### src/rtl/iso_frz_pkg.sv
package iso_frz_pkg;
  typedef enum logic [2:0] {
    KIND_MMIO_LD = 3'd0,
    KIND_MMIO_ST = 3'd1,
    KIND_DMA_RD  = 3'd2,
    KIND_DMA_WR  = 3'd3,
    KIND_MSI     = 3'd4
  } kind_e;

  typedef enum logic [1:0] {
    ACT_PASS = 2'd0,
    ACT_DROP = 2'd1,
    ACT_ONES = 2'd2
  } act_e;
endpackage

### src/rtl/iso_frz_state.sv
module iso_frz_state #(
  parameter int GROUPS = 256,
  localparam int GW = $clog2(GROUPS)
) (
  input  logic          clk_i,
  input  logic          rst_ni,
  input  logic          frz_i,
  input  logic [GW-1:0] frz_grp_i,
  input  logic          clr_mmio_i,
  input  logic [GW-1:0] clr_mmio_grp_i,
  input  logic          clr_dma_i,
  input  logic [GW-1:0] clr_dma_grp_i,
  input  logic [GW-1:0] lk_grp_i,
  output logic          lk_mmio_o,
  output logic          lk_dma_o
);
  logic [GROUPS-1:0] mmio_q, dma_q;

  // clear first, freeze last: freeze wins on a collision
  always_ff @(posedge clk_i or negedge rst_ni) begin
    if (!rst_ni) begin
      mmio_q <= '0;
      dma_q  <= '0;
    end else begin
      if (clr_mmio_i) mmio_q[clr_mmio_grp_i] <= 1'b0;
      if (clr_dma_i)  dma_q[clr_dma_grp_i]   <= 1'b0;
      if (frz_i) begin
        mmio_q[frz_grp_i] <= 1'b1;
        dma_q[frz_grp_i]  <= 1'b1;
      end
    end
  end

  assign lk_mmio_o = mmio_q[lk_grp_i];
  assign lk_dma_o  = dma_q[lk_grp_i];

  AST_FREEZE_SETS_BOTH: assert property (@(posedge clk_i) disable iff (!rst_ni)
    frz_i |=> mmio_q[$past(frz_grp_i)] && dma_q[$past(frz_grp_i)]);

  AST_CLR_MMIO_ONLY: assert property (@(posedge clk_i) disable iff (!rst_ni)
    clr_mmio_i && !(frz_i && frz_grp_i == clr_mmio_grp_i)
      && !(clr_dma_i && clr_dma_grp_i == clr_mmio_grp_i)
    |=> !mmio_q[$past(clr_mmio_grp_i)]
      && dma_q[$past(clr_mmio_grp_i)] == $past(dma_q[clr_mmio_grp_i]));

  AST_CLR_DMA_ONLY: assert property (@(posedge clk_i) disable iff (!rst_ni)
    clr_dma_i && !(frz_i && frz_grp_i == clr_dma_grp_i)
      && !(clr_mmio_i && clr_mmio_grp_i == clr_dma_grp_i)
    |=> !dma_q[$past(clr_dma_grp_i)]
      && mmio_q[$past(clr_dma_grp_i)] == $past(mmio_q[clr_dma_grp_i]));
endmodule

### src/rtl/iso_frz_capture.sv
module iso_frz_capture #(
  parameter int GW = 8,
  parameter int CW = 4
) (
  input  logic          clk_i,
  input  logic          rst_ni,
  input  logic          frz_i,
  input  logic [GW-1:0] frz_grp_i,
  input  logic [CW-1:0] frz_code_i,
  input  logic          clear_i,
  output logic          valid_o,
  output logic [GW-1:0] grp_o,
  output logic [CW-1:0] code_o
);
  always_ff @(posedge clk_i or negedge rst_ni) begin
    if (!rst_ni) begin
      valid_o <= 1'b0;
      grp_o   <= '0;
      code_o  <= '0;
    end else if (frz_i && (!valid_o || clear_i)) begin
      valid_o <= 1'b1;
      grp_o   <= frz_grp_i;
      code_o  <= frz_code_i;
    end else if (clear_i) begin
      valid_o <= 1'b0;
    end
  end

  AST_CAP_HOLD: assert property (@(posedge clk_i) disable iff (!rst_ni)
    valid_o && !clear_i |=> valid_o && $stable(grp_o) && $stable(code_o));

  AST_CAP_TAKE: assert property (@(posedge clk_i) disable iff (!rst_ni)
    frz_i && (!valid_o || clear_i)
    |=> valid_o && grp_o == $past(frz_grp_i) && code_o == $past(frz_code_i));

  AST_CAP_EMPTY: assert property (@(posedge clk_i) disable iff (!rst_ni)
    clear_i && !frz_i |=> !valid_o);
endmodule

### src/rtl/iso_frz_decide.sv
module iso_frz_decide
  import iso_frz_pkg::*;
(
  input  logic       clk_i,
  input  logic       rst_ni,
  input  logic       req_valid_i,
  input  logic [2:0] req_kind_i,
  input  logic       mmio_frz_i,
  input  logic       dma_frz_i,
  output logic       rsp_valid_o,
  output logic [1:0] rsp_action_o
);
  act_e act_d;

  always_comb begin
    act_d = ACT_PASS;
    if (req_valid_i) begin
      unique case (req_kind_i)
        KIND_MMIO_LD: if (mmio_frz_i) act_d = ACT_ONES;
        KIND_MMIO_ST: if (mmio_frz_i) act_d = ACT_DROP;
        KIND_DMA_RD:  if (dma_frz_i)  act_d = ACT_ONES;
        KIND_DMA_WR,
        KIND_MSI:     if (dma_frz_i)  act_d = ACT_DROP;
        default:      act_d = ACT_PASS;
      endcase
    end
  end

  always_ff @(posedge clk_i or negedge rst_ni) begin
    if (!rst_ni) begin
      rsp_valid_o  <= 1'b0;
      rsp_action_o <= ACT_PASS;
    end else begin
      rsp_valid_o  <= req_valid_i;
      rsp_action_o <= act_d;
    end
  end

  AST_ONE_CYCLE: assert property (@(posedge clk_i) disable iff (!rst_ni)
    req_valid_i |=> rsp_valid_o);

  AST_IDLE_PASS: assert property (@(posedge clk_i) disable iff (!rst_ni)
    !rsp_valid_o |-> rsp_action_o == ACT_PASS);

  AST_THAW_PASS: assert property (@(posedge clk_i) disable iff (!rst_ni)
    req_valid_i && !mmio_frz_i && !dma_frz_i |=> rsp_action_o == ACT_PASS);
endmodule

### src/rtl/iso_frz_filter.sv
module iso_frz_filter #(
  parameter int GROUPS = 256,
  parameter int CODE_W = 4,
  localparam int GW = $clog2(GROUPS)
) (
  input  logic              clk_i,
  input  logic              rst_ni,
  input  logic              req_valid_i,
  input  logic [GW-1:0]     req_group_i,
  input  logic [2:0]        req_kind_i,
  output logic              rsp_valid_o,
  output logic [1:0]        rsp_action_o,
  input  logic              frz_valid_i,
  input  logic [GW-1:0]     frz_group_i,
  input  logic [CODE_W-1:0] frz_code_i,
  input  logic              clr_mmio_valid_i,
  input  logic [GW-1:0]     clr_mmio_group_i,
  input  logic              clr_dma_valid_i,
  input  logic [GW-1:0]     clr_dma_group_i,
  input  logic              cap_clear_i,
  output logic              cap_valid_o,
  output logic [GW-1:0]     cap_group_o,
  output logic [CODE_W-1:0] cap_code_o
);
  logic lk_mmio, lk_dma;

  iso_frz_state #(.GROUPS(GROUPS)) u_state (
    .clk_i, .rst_ni,
    .frz_i          (frz_valid_i),
    .frz_grp_i      (frz_group_i),
    .clr_mmio_i     (clr_mmio_valid_i),
    .clr_mmio_grp_i (clr_mmio_group_i),
    .clr_dma_i      (clr_dma_valid_i),
    .clr_dma_grp_i  (clr_dma_group_i),
    .lk_grp_i       (req_group_i),
    .lk_mmio_o      (lk_mmio),
    .lk_dma_o       (lk_dma)
  );

  iso_frz_decide u_decide (
    .clk_i, .rst_ni,
    .req_valid_i,
    .req_kind_i,
    .mmio_frz_i   (lk_mmio),
    .dma_frz_i    (lk_dma),
    .rsp_valid_o,
    .rsp_action_o
  );

  iso_frz_capture #(.GW(GW), .CW(CODE_W)) u_cap (
    .clk_i, .rst_ni,
    .frz_i      (frz_valid_i),
    .frz_grp_i  (frz_group_i),
    .frz_code_i (frz_code_i),
    .clear_i    (cap_clear_i),
    .valid_o    (cap_valid_o),
    .grp_o      (cap_group_o),
    .code_o     (cap_code_o)
  );
endmodule

### config.mk
export PLATFORM = sky130hd
export DESIGN_NAME = iso_frz_filter
export DESIGN_NICKNAME = d
export VERILOG_FILES = /design/src/rtl/iso_frz_pkg.sv /design/src/rtl/iso_frz_state.sv /design/src/rtl/iso_frz_capture.sv /design/src/rtl/iso_frz_decide.sv /design/src/rtl/iso_frz_filter.sv
export SDC_FILE = /design/constraint.sdc
export NUM_CORES = 1
export LEC_CHECK = 0
export BUFFER_PORTS_ARGS = -buffer_cell sky130_fd_sc_hd__buf_2
export CORE_UTILIZATION = 45
export CTS_BUF_LIST = sky130_fd_sc_hd__clkbuf_4
export DETAILED_ROUTE_END_ITERATION = 8
export PLACE_DENSITY_LB_ADDON = 0.1
export RECOVER_POWER = 50
export REMOVE_ABC_BUFFERS = 1
export SKIP_CTS_REPAIR_TIMING = 1
export SKIP_LAST_GASP = 1
export SLEW_MARGIN = 25
export SYNTH_ARGS = -nofsm -noshare
export SYNTH_HDL_FRONTEND = slang
export SYNTH_HIERARCHICAL = 1
export SYNTH_SLANG_ARGS = --single-unit
### constraint.sdc
create_clock -name clk_i -period 2.55 [get_ports clk_i]
set_input_delay 0.51 -clock clk_i [delete_from_list [all_inputs] [get_ports clk_i]]
set_output_delay 0.51 -clock clk_i [all_outputs]
set_load 0.01 [all_outputs]
-- Yosys cells after proc, flatten, opt, wreduce, memory -nomap -nowiden
Cells that the tools add are included.
- magnitude comparators: 7
- eq/ne operators: 4
- multiplexer cells: 22
- bitwise gates (word level): 6
- reductions and logical operators: 9
- operators by type and width (operator ; number):
    2-to-1 mux 256 bit ; 4
    AND 256 bit ; 2
    inverter 256 bit ; 2
    OR 256 bit ; 2
    less-than comparator 8 x 9 -> 1 bit, second input constant ; 4
    demux 1 bit (select 8 bit) ; 3
    >= comparator 8 x 1 -> 1 bit, second input constant ; 3
    binary-select mux 1 bit (select 8 bit) ; 2
    2-to-1 mux 1 bit ; 9
    one-hot mux 2 bit (4 select lines) ; 1
    equality test 3 x 2 -> 1 bit, second input constant ; 2
    2-to-1 mux 2 bit ; 3
    logical AND 1 bit ; 4
    equality test 3 x 1 -> 1 bit, second input constant ; 1
    equality test 3 bit, second input constant ; 1
    zero test 3 bit ; 1
    nonzero test 2 bit ; 1
    OR reduction 2 bit ; 1
    zero test 1 bit ; 1
    logical OR 1 bit ; 1
- register bits after elaboration: 528
- bits of input ports: 46
- output and inout port bits: 16
- word-level logic and storage cells: 55

-- Longest topological paths before layout
- word-level depth: 9
- gate-level depth with buffers: 14
- depth with buffers taken out: 9

-- By module
Netlist, hierarchy kept.
- modules (own cells, without submodules) (module ; times used ; cells each ; area each (sq um) ; sequential area each (sq um)):
    iso_frz_state ; 1 ; 2282 ; 23726.5 ; 12812.3
    iso_frz_capture ; 1 ; 29 ; 550.5 ; 325.3
    iso_frz_decide ; 1 ; 11 ; 136.4 ; 75.1

-- Worst setup path before layout
Ideal clock, no wire load.
- kind: input port to flip-flop
- start: input port req_group_i[0]
- end: register u_decide.rsp_action_o[0]
- setup time: 119 ps
- arrival time: 2563 ps
- required time: 2431 ps
- path slack: -132 ps
- stages on the path: 12
- path buffers: 3
- cell sequence: buf_6 > buf_12 > buf_12 > mux4_2 > mux4_2 > a22oi_1 > nand4_1 > o41ai_1 > a31oi_1 > nand4b_1 > o31ai_1 > o21a_1
- cells in the longest elaborated chain, start to end: 5
- elaborated cells on any way between the ends: 8
- classes of those cells: mux (8)
- RTL lines (item ; RTL line ; source):
    start, declared ; iso_frz_filter.sv:9 ; input logic [GW-1:0] req_group_i,
    binary-select mux 1 bit (select 8 bit) ; iso_frz_state.sv:35 ; assign lk_dma_o = dma_q[lk_grp_i];
    2-to-1 mux 1 bit (not written as such) ; iso_frz_state.sv:35 ;
    named net lk_dma ; iso_frz_filter.sv:25 ; logic lk_mmio, lk_dma;
    2-to-1 mux 1 bit ; iso_frz_decide.sv:23 ; KIND_MSI: if (dma_frz_i) act_d = ACT_DROP;
    one-hot mux 2 bit (4 select lines) ; iso_frz_decide.sv:18 ; unique case (req_kind_i)
    2-to-1 mux 2 bit ; iso_frz_decide.sv:17 ; if (req_valid_i) begin
    named net u_decide.act_d[0] ; iso_frz_decide.sv:13 ; act_e act_d;
    end signal, assigned ; iso_frz_decide.sv:35 ; rsp_action_o <= act_d;
    end, declared ; iso_frz_decide.sv:11 ; output logic [1:0] rsp_action_o
The timed path passes the listed nets, and every way through them passes these cells. The select of a mux whose other input is x is not followed.
A chain may end at the register's enable or synchronous reset.

-- Worst setup path in the final report
- start: register u_state.dma_q[243]
- end: register u_decide.rsp_action_o[1]
- cells in the longest elaborated chain, start to end: 5
- RTL lines (item ; RTL line ; source):
    start, declared ; iso_frz_state.sv:17 ; logic [GROUPS-1:0] mmio_q, dma_q;
    start signal, assigned ; iso_frz_state.sv:23 ; dma_q <= '0;
    start signal, assigned by index ; iso_frz_state.sv:26 ; if (clr_dma_i) dma_q[clr_dma_grp_i] <= 1'b0;
    start signal, assigned by index ; iso_frz_state.sv:29 ; dma_q[frz_grp_i] <= 1'b1;
    binary-select mux 1 bit (select 8 bit) ; iso_frz_state.sv:35 ;
    2-to-1 mux 1 bit (not written as such) ; iso_frz_state.sv:35 ;
    named net lk_dma ; iso_frz_filter.sv:25 ;
    2-to-1 mux 2 bit ; iso_frz_decide.sv:21 ; KIND_DMA_RD: if (dma_frz_i) act_d = ACT_ONES;
    one-hot mux 2 bit (4 select lines) ; iso_frz_decide.sv:18 ;
    2-to-1 mux 2 bit ; iso_frz_decide.sv:17 ;
    named net u_decide.act_d[1] ; iso_frz_decide.sv:13 ;
The timed path passes the listed nets, and every way through them passes these cells. The select of a mux whose other input is x is not followed.

==> run metrics <==
met2 WL 42100 µm; Crit Path Class reg2reg; Worst Setup End Kind register; Die X around 230 µm; Remaining DRCs 0; Distinct cells, synth 60; Worst Hold Slack -0.0620 ns; Clock transition at path regs roughly 0.06 ns; initial antenna violation count 8; clk sink count around 530; Final TNS setup -0.0132 ns; DR vias/cell 6.41; row cnt 85; highest routed layer met5; Mapped Avg Cell Area 10.5 µm²; PD cells 676 mW/mm²; Synth Instances between 2k and 2.5k; Achievable Freq 0.390 GHz; Synth top area share between 50 and 60%; wire length per cell 27.6 µm; # Max-Cap Violations 1; Placer Congestion 0.858; max-slew violations 32; DR pass1 iterations 7; number of global-route vias before repair roughly 22k; I/O Pins 62; Buffers on Ports 61; ratio of cells with drive above 1 in the final layout 21.9%; Fin Clk Skew 0.0370 ns; endpoints failing setup 1; crit path DAT between 3 and 4 ns; grt ovf 0; Fin. Hold Viols 2; Num CTS Buffers 148; dominant synthesized flop cell dfrtp_1; worst path cell trace mux4_2, mux2i_1, mux4_2, nor2_1, o41ai_1, a31oi_4, buf_4, mux2i_1, nor4b_2; DRT iter0 DRCs 2457; Final Non-Filler Cells 3343; Cells after DPL 3056; CP Launch Type register; Peak VDD IR roughly 0.38 mV; total wire length 92200 µm; Async S/R FF share, synth 100%; post-DP HPWL 56100 µm; Root Buffer clkbuf_4; WL met1 between 30000 and 40000 µm; Post-Syn Area 0.0244 mm²; Worst-Skew Late Latency 1.00 ns; Seq/Total Area, Yosys 54.1%; CTS tree built; first-pass GRT wire length 138000 µm; post-layout util a little over half; Clock Path Buffers 3; CP peak stage delay ~0.54 ns; post-synthesis register bit count 528; fillers roughly 4.9k; H-tree Lvls 4; met3 routed WL 9670 µm; Max-Slew Margin vs Limit -49.3%; area grow syn2layout 16.7%; top cell type by total area after synthesis dfrtp_1; Crit-path slowest cell o41ai_1; unrepaired setup endpoints after global routing yes; Tmin final roughly 2.6 ns; failing checks hold timing, capacitance limit, slew limit, setup timing; nets 2580; Worst-Margin Slew 2.24 ns; run status finished, violations left; Worst Path Max Fanout 3; Total Routing Usage GR 34.0%; Vias 21.4k; Initial Util a little under half; die height 235 µm; final worst slack -0.0132 ns; Die ar. between 0.05 and 0.06 mm²; hold crit path type in2reg; LEAKAGE 12.4 nW; largest net degree at the start of global routing 89; EDFF count, synth 0; Final Cycle Share 101%; core area 0.0537 mm²; synth top area cells dfrtp_1 54%, o21ai_0 21%, mux4_2 7.3%, mux2i_1 5.0%, clkbuf_1 2.6%; Worst Path Required about 3.4 ns; Yosys warnings 6; remaining antenna violation count 0
## path summary, 6_finish.rpt
check	startpoint	end	slack [ns]	cells past startpoint
max	u_state/dma_q[243]$_DFF_PN0_	u_decide/rsp_action_o[1]$_DFF_PN0_	-0.01	9
max reg2reg	u_state/dma_q[243]$_DFF_PN0_	u_decide/rsp_action_o[1]$_DFF_PN0_	-0.01	9
max in group asynchronous	rst_ni	u_state/mmio_q[224]$_DFF_PN0_	0.25	3
min reg2reg	u_state/mmio_q[41]$_DFF_PN0_	u_state/mmio_q[41]$_DFF_PN0_	0.50	2
min in group asynchronous	rst_ni	u_state/mmio_q[28]$_DFF_PN0_	0.83	2
min	req_kind_i[1]	u_decide/rsp_action_o[0]$_DFF_PN0_	-0.06	3
## logic make-up (layout without fill, tap and decap cells)
logic type | after synthesis | count (layout) | share of synthesized area, %
other | 0 | 10 | 0
buffers and inverters | 218 | 533 | 4.18
muxes | 215 | 215 | 13.1
and+or+nand+nor | 233 | 233 | 4.63
AOI/OAI and AO/OA | 1128 | 1128 | 24.0
DFF | 528 | 528 | 54.1
## report_power, final
| group | internal (mW) | switching, mW |
|---|---|---|
| logic | 0.941 | 1.36 |
| registers | 9.07 | 0.347 |
| clock network | 3.84 | 3.69 |
## flip-flops by register name, summed over array words and instances, names as in the netlist
| register | flops |
|---|---|
| u_cap/code_o | 4 |
| u_cap/grp_o | 8 |
| u_cap/valid_o | 1 |
| u_decide/rsp_action_o | 2 |
| u_decide/rsp_valid_o | 1 |
| u_state/dma_q | 256 |
| u_state/mmio_q | 256 |
## critical path, delay by kind of cell, from the launching register on
| family | cells | cell delay [ns] |
|---|---|---|
| compound gates | 2 | 0.61 |
| mux | 4 | 1.15 |
| buf+inv | 1 | 0.16 |
| simple gates | 2 | 0.13 |
| flops | 1 | 0.39 |
## cell usage in the layout (no fill, tap or decap), types with 12 or more instances in the layout
cell type,Yosys,routed
o21ai_0,1038,1038
dfrtp_1,528,528
clkbuf_4,0,215
buf_4,10,159
mux2i_1,122,122
nand2_1,94,95
mux4_2,79,79
buf_2,9,57
o22ai_1,37,37
nand3_1,39,35
clkinv_1,1,33
nor2_1,30,30
buf_12,3,29
dlygate4sd3_1,0,23
nor2b_1,20,20
a221oi_1,13,13
nor3_1,12,12
## final cells by class
| class | instances | area (µm²) | share of cell area, % |
|---|---|---|---|
| antenna | 10 | 25.0 | 0.0879 |
| multi-input combinational | 1576 | 10200 | 35.9 |
| tap | 696 | 871 | 3.06 |
| inverter | 6 | 22.5 | 0.0791 |
| sequential | 528 | 13200 | 46.4 |
| clock inverter | 38 | 146 | 0.514 |
| timing repair buffer | 274 | 2350 | 8.26 |
| clock buffer | 215 | 1610 | 5.67 |
## cells in the mapped netlist, drive strengths merged, types with 3 or more instances
master and count:
mux2 14, a2111oi 5, nand3b 4, clkbuf 172, nor2b 20, mux2i 122, a21oi 8, buf 40
o31ai 3, o22ai 37, nand2b 9, inv 5, or2 3, nor2 30, a221oi 13, o21ai 1039
dfrtp 528, o221ai 6, nand3 40, and3 4, nand2 95, nand4 3, mux4 79, nor3 12
## per-layer routing
layer | vias to the layer above | track usage (%)
met5 | - | 0
met4 | 2 | 14.7
met3 | 243 | 9.59
met2 | 1260 | 51.1
met1 | 10800 | 46.2
li1 | 9077 | -
## metrics by stage
step,power (mW),worst slack (ns),cell area (µm²)
after global placement,11.7,-0.728,26400
after detailed placement,11.8,-0.662,26400
final,19.2,-0.0132,28500
after floorplan,10.6,0.131,23400
after CTS,19.4,-0.163,28200
after global routing,20.2,-0.0991,28500
Note: power is estimated with default switching activity, not from simulation.
